[src/rtl/sdram_req_shaper_pkg.sv]
package sdram_req_shaper_pkg;
    typedef enum logic {
        ST_IDLE   = 1'b0,
        ST_ACTIVE = 1'b1
    } shaper_state_t;
endpackage

[src/rtl/sdram_req_window.sv]
module sdram_req_window #(
    parameter int ADDR_W   = 16,
    parameter int WIN_W    = 1,
    parameter int WIN_BASE = 1
) (
    input  logic              cpu_cs,
    input  logic [ADDR_W-1:0] cpu_addr,
    output logic              access_start
);
    localparam logic [WIN_W-1:0] BASE = WIN_BASE[WIN_W-1:0];

    logic in_window;

    always_comb begin
        in_window    = (cpu_addr[ADDR_W-1 -: WIN_W] == BASE);
        access_start = cpu_cs && in_window;
    end
endmodule

[src/rtl/sdram_req_fsm.sv]
module sdram_req_fsm
    import sdram_req_shaper_pkg::*;
(
    input  logic clk,
    input  logic rst_n,
    input  logic access_start,
    input  logic op_write,
    input  logic cpu_cs,
    input  logic mem_rvalid,
    output logic mem_req,
    output logic cpu_ready,
    output logic capture_en,
    output logic rdata_load
);
    shaper_state_t state_q, state_d;
    logic          done_q, done_d;

    // state register
    always_ff @(posedge clk) begin
        if (!rst_n) begin
            state_q <= ST_IDLE;
            done_q  <= 1'b0;
        end else begin
            state_q <= state_d;
            done_q  <= done_d;
        end
    end

    // transitions: start and release
    always_comb begin
        state_d = state_q;
        done_d  = done_q;
        unique case (state_q)
            ST_IDLE: begin
                if (access_start) begin
                    state_d = ST_ACTIVE;
                    done_d  = 1'b0;
                end
            end
            ST_ACTIVE: begin
                if (!done_q) begin
                    if (op_write || mem_rvalid) done_d = 1'b1;
                end else if (!cpu_cs) begin
                    state_d = ST_IDLE;
                end
            end
            default: state_d = ST_IDLE;
        endcase
    end

    // outputs
    always_comb begin
        capture_en = 1'b0;
        mem_req    = 1'b0;
        cpu_ready  = 1'b0;
        rdata_load = 1'b0;
        unique case (state_q)
            ST_IDLE:   capture_en = access_start;
            ST_ACTIVE: begin
                mem_req    = !done_q;
                cpu_ready  = done_q;
                rdata_load = !done_q && !op_write && mem_rvalid;
            end
            default: ;
        endcase
    end
endmodule

[src/rtl/sdram_req_capture.sv]
module sdram_req_capture #(
    parameter int ADDR_W = 16,
    parameter int DATA_W = 8
) (
    input  logic              clk,
    input  logic              rst_n,
    input  logic              capture_en,
    input  logic              rdata_load,
    input  logic              cpu_we,
    input  logic [ADDR_W-1:0] cpu_addr,
    input  logic [DATA_W-1:0] cpu_wdata,
    input  logic [DATA_W-1:0] mem_rdata,
    output logic              op_we,
    output logic [ADDR_W-1:0] op_addr,
    output logic [DATA_W-1:0] op_wdata,
    output logic [DATA_W-1:0] rd_hold
);
    always_ff @(posedge clk) begin
        if (!rst_n) begin
            op_we    <= 1'b0;
            op_addr  <= '0;
            op_wdata <= '0;
        end else if (capture_en) begin
            op_we    <= cpu_we;
            op_addr  <= cpu_addr;
            op_wdata <= cpu_wdata;
        end
    end

    always_ff @(posedge clk) begin
        if (!rst_n)          rd_hold <= '0;
        else if (rdata_load) rd_hold <= mem_rdata;
    end
endmodule

[src/rtl/sdram_req_shaper.sv]
module sdram_req_shaper #(
    parameter int ADDR_W   = 16,
    parameter int DATA_W   = 8,
    parameter int WIN_W    = 1,
    parameter int WIN_BASE = 1
) (
    input  logic              clk,
    input  logic              rst_n,
    input  logic              cpu_cs,
    input  logic              cpu_we,
    input  logic [ADDR_W-1:0] cpu_addr,
    input  logic [DATA_W-1:0] cpu_wdata,
    output logic [DATA_W-1:0] cpu_rdata,
    output logic              cpu_ready,
    output logic              mem_req,
    output logic              mem_we,
    output logic [ADDR_W-1:0] mem_addr,
    output logic [DATA_W-1:0] mem_wdata,
    input  logic [DATA_W-1:0] mem_rdata,
    input  logic              mem_rvalid
);
    logic access_start, capture_en, rdata_load;

    sdram_req_window #(
        .ADDR_W(ADDR_W), .WIN_W(WIN_W), .WIN_BASE(WIN_BASE)
    ) u_window (
        .cpu_cs(cpu_cs), .cpu_addr(cpu_addr), .access_start(access_start)
    );

    sdram_req_fsm u_fsm (
        .clk(clk), .rst_n(rst_n), .access_start(access_start),
        .op_write(mem_we), .cpu_cs(cpu_cs), .mem_rvalid(mem_rvalid),
        .mem_req(mem_req), .cpu_ready(cpu_ready),
        .capture_en(capture_en), .rdata_load(rdata_load)
    );

    sdram_req_capture #(
        .ADDR_W(ADDR_W), .DATA_W(DATA_W)
    ) u_capture (
        .clk(clk), .rst_n(rst_n), .capture_en(capture_en),
        .rdata_load(rdata_load), .cpu_we(cpu_we), .cpu_addr(cpu_addr),
        .cpu_wdata(cpu_wdata), .mem_rdata(mem_rdata), .op_we(mem_we),
        .op_addr(mem_addr), .op_wdata(mem_wdata), .rd_hold(cpu_rdata)
    );
endmodule

[config.mk]
export PLATFORM = sky130hd
export DESIGN_NAME = sdram_req_shaper
export DESIGN_NICKNAME = d
export VERILOG_FILES = /design/src/rtl/sdram_req_shaper_pkg.sv /design/src/rtl/sdram_req_window.sv /design/src/rtl/sdram_req_fsm.sv /design/src/rtl/sdram_req_capture.sv /design/src/rtl/sdram_req_shaper.sv
export SDC_FILE = /design/constraint.sdc
export NUM_CORES = 1
export LEC_CHECK = 0
export BUFFER_PORTS_ARGS = -buffer_cell sky130_fd_sc_hd__buf_2
export CAP_MARGIN = 10
export CORE_MARGIN = 4
export CORE_UTILIZATION = 30
export CTS_CLUSTER_DIAMETER = 30
export DETAILED_ROUTE_END_ITERATION = 6
export PLACE_DENSITY = 0.65
export SLEW_MARGIN = 20
export SYNTH_ARGS = -nofsm -noshare
export SYNTH_HDL_FRONTEND = slang
export SYNTH_SLANG_ARGS = --single-unit
[constraint.sdc]
create_clock -name clk -period 1.35 [get_ports clk]
set_input_delay 0.135 -clock clk [delete_from_list [all_inputs] [get_ports clk]]
set_output_delay 0.135 -clock clk [all_outputs]
set_load 0.05 [all_outputs]
==> flow_summary_export.csv <==
group,metric,value,unit
critical_path,worst-endpoint-arrival,1.09,ns
grt,track_usage,0.111,
cts,clk_latency,0.28,ns
detailed_routing,wl_met1,1270,um
grt,first_global_vias,1156,
critical_path,crit_fanout,5,
detailed_routing,drtIter0Drc,49,
cts,clkTransAtPathRegs,0.07,ns
placement,dp_cells,270,
detailed_routing,wl_met3,290,um
sta,period_minus_slack,1.23,ns
critical_path,cp-end-kind,"output pin",
cts,h-tree-depth,2,
detailed_routing,met2_length,1320,um
critical_path,crit_type,"reg2out",
detailed_routing,post_drt_wl_per_cell,10.6,um
power,power.leakage,0.881,nW
cts,cts.sinks,35,
synth,syn_avg_cell_area,8.66,um^2
cts,cts_resized,0,
cts,cts_tree,"built",
detailed_routing,avgViaCountPerCell,4.51,
cts,cts.path.max_buffers,2,
cts,clockRootBuffer,"clkbuf_8",
floorplan,io_pins,72,
hold_path,hp-class,"in2reg",
cells_and_area,final_util,0.425,
floorplan,die_h,75.5,um
power,power_density,1290,nW/um^2
floorplan,dieArea,5700,um^2
cells_and_area,drive_gt1_frac,0.418,
sta,rsz0062_at_grt,"false",
critical_path,cp.required,1.22,ns
cells_and_area,nFillCells,459,
synth,synth_nets,195,
critical_path,critPathLaunchType,"flop",
floorplan,core_area,4380,um^2
synth,synth-seq-cells,35,
grt,grt-ovfl-total,0,
synth,syn-instance-count,158,
detailed_routing,firstDrtPassIters,4,
cells_and_area,layout_commonest_cell,"buf_2",
detailed_routing,vias,1250,
cts,cts_buffers,5,
sta,final_max_slew_viol_count,0,
sta,finalHoldViolations,0,
synth,synth.cell_area,1370,um^2
cells_and_area,layoutNonFillerInstCount,277,
cells_and_area,area_growth_syn_to_layout,36.1,%
sta,tightest_slew,0.273,ns
synth,yosys_warnings,0,
critical_path,r2r_slack,0.24,ns
cells_and_area,final_nets,262,
detailed_routing,antenna_left,0,
cells_and_area,final_cell_area,1860,um^2
sta,max_freq,813,MHz
cells_and_area,mostFrequentLayoutCells,"buf_2, nand2_1, dfxtp_1",
status,status,"finished clean",
cts,holdBufCountCts,0,
cells_and_area,diodes,0,
floorplan,start_util,0.312,
cts,post_cts_buffers,0,
grt,grt_pass1_wl,4850,um
grt,antenna_found_initial,0,
placement,port_buffers,71,
synth,synth_cell_type_count,17,
sta,finClkSkew,0.00558,ns
flow_run,drv_cap,0,
detailed_routing,wirelength,2930,um
sta,setup_tns,0,ns
floorplan,num_rows,24,
placement,place_area,1760,um^2
sta,post-route-period-util,0.911,
grt,grt_max_degree,68,
sta,setup_viol,0,
synth,seq_area_frac_synth,0.512,
placement,gp_congestion,0.665,
floorplan,die_w,75.5,um
placement,dp_hpwl,2080,um
sta,relSlewSlack,0.818,
power,vdd_drop_max,0.450,mV
detailed_routing,drc_errors,0,
detailed_routing,routed.top_layer,"met4",
-- synth_stat cells (all sizes together) --
master,number,area (um^2)
and2,1,7.51
dfxtp,35,701
o21ai,34,200
inv,2,7.51
and4bb,1,12.5
and2b,1,8.76
nand3b,1,20.0
clkbuf,5,18.8
nand2,34,128
nand3,32,170
a21boi,3,22.5
buf,9,71.3
-- final cells by class --
class | instances | area, um^2 | area share
Clock inverter | 1 | 30.0 | 0.0161
Timing Repair Buffer | 74 | 415 | 0.223
Clock buffer | 6 | 72.6 | 0.0390
Tap cell | 52 | 65.1 | 0.0349
Multi-Input combinational cell | 107 | 569 | 0.306
Sequential cell | 35 | 702 | 0.377
Inverter | 2 | 7.51 | 0.00403
-- critical path, cell delays in order (launching register included) --
cell     delay (ns)
dfxtp_1        0.38
and2b_2        0.23
buf_2          0.20
-- path summary, 6_finish.rpt --
check                                          start                    to  depth (start not counted)
worst max register to register         u_fsm.state_q  u_capture.op_addr[8]                          4
worst min register to register  u_capture.rd_hold[1]  u_capture.rd_hold[1]                          2
worst min-delay path                    mem_rdata[5]  u_capture.rd_hold[5]                          3
worst max-delay path                    u_fsm.done_q               mem_req                          2
-- power breakdown --
part,switching [mW],internal (mW),total [mW]
Clock,0.349,0.541,0.890
Sequential,0.0239,1.08,1.11
Combinational,0.282,0.121,0.403
Total,0.655,1.74,2.40
-- state kept, by name, summed over array words and instances, names as in the netlist --
register / cells
u_capture.op_addr: 16
u_capture.op_wdata: 8
u_capture.rd_hold: 8
u_capture.op_we: 1
u_fsm.done_q: 1
u_fsm.state_q: 1
-- per-stage QoR --
step | worst slack (ns) | total power [mW] | hold WS (ns)
2_1_floorplan | 0.155 | 1.41 | 0.256
6_report | 0.120 | 2.40 | 0.0705
3_5_place_dp | 0.236 | 1.54 | 0.354
4_1_cts | 0.105 | 2.45 | 0.0568
3_3_place_gp | 0.271 | 1.54 | 0.354
5_1_grt | 0.0645 | 2.52 | 0.0672
-- metal layers --
layer,vias to the layer above,GRT usage
met4,0,0.0524
met3,7,0.0422
met5,-,0
met1,529,0.125
met2,45,0.185
li1,669,-
-- kinds of logic (layout without fill, tap and decap cells) --
group	count (synthesis)	count (layout)	synth area share
AO/OA/AOI/OAI	37	37	0.163
AND/OR/NAND/NOR	70	70	0.253
buffers and inverters	16	83	0.0714
flip-flops	35	35	0.512
(Power assumes the default switching activity.)
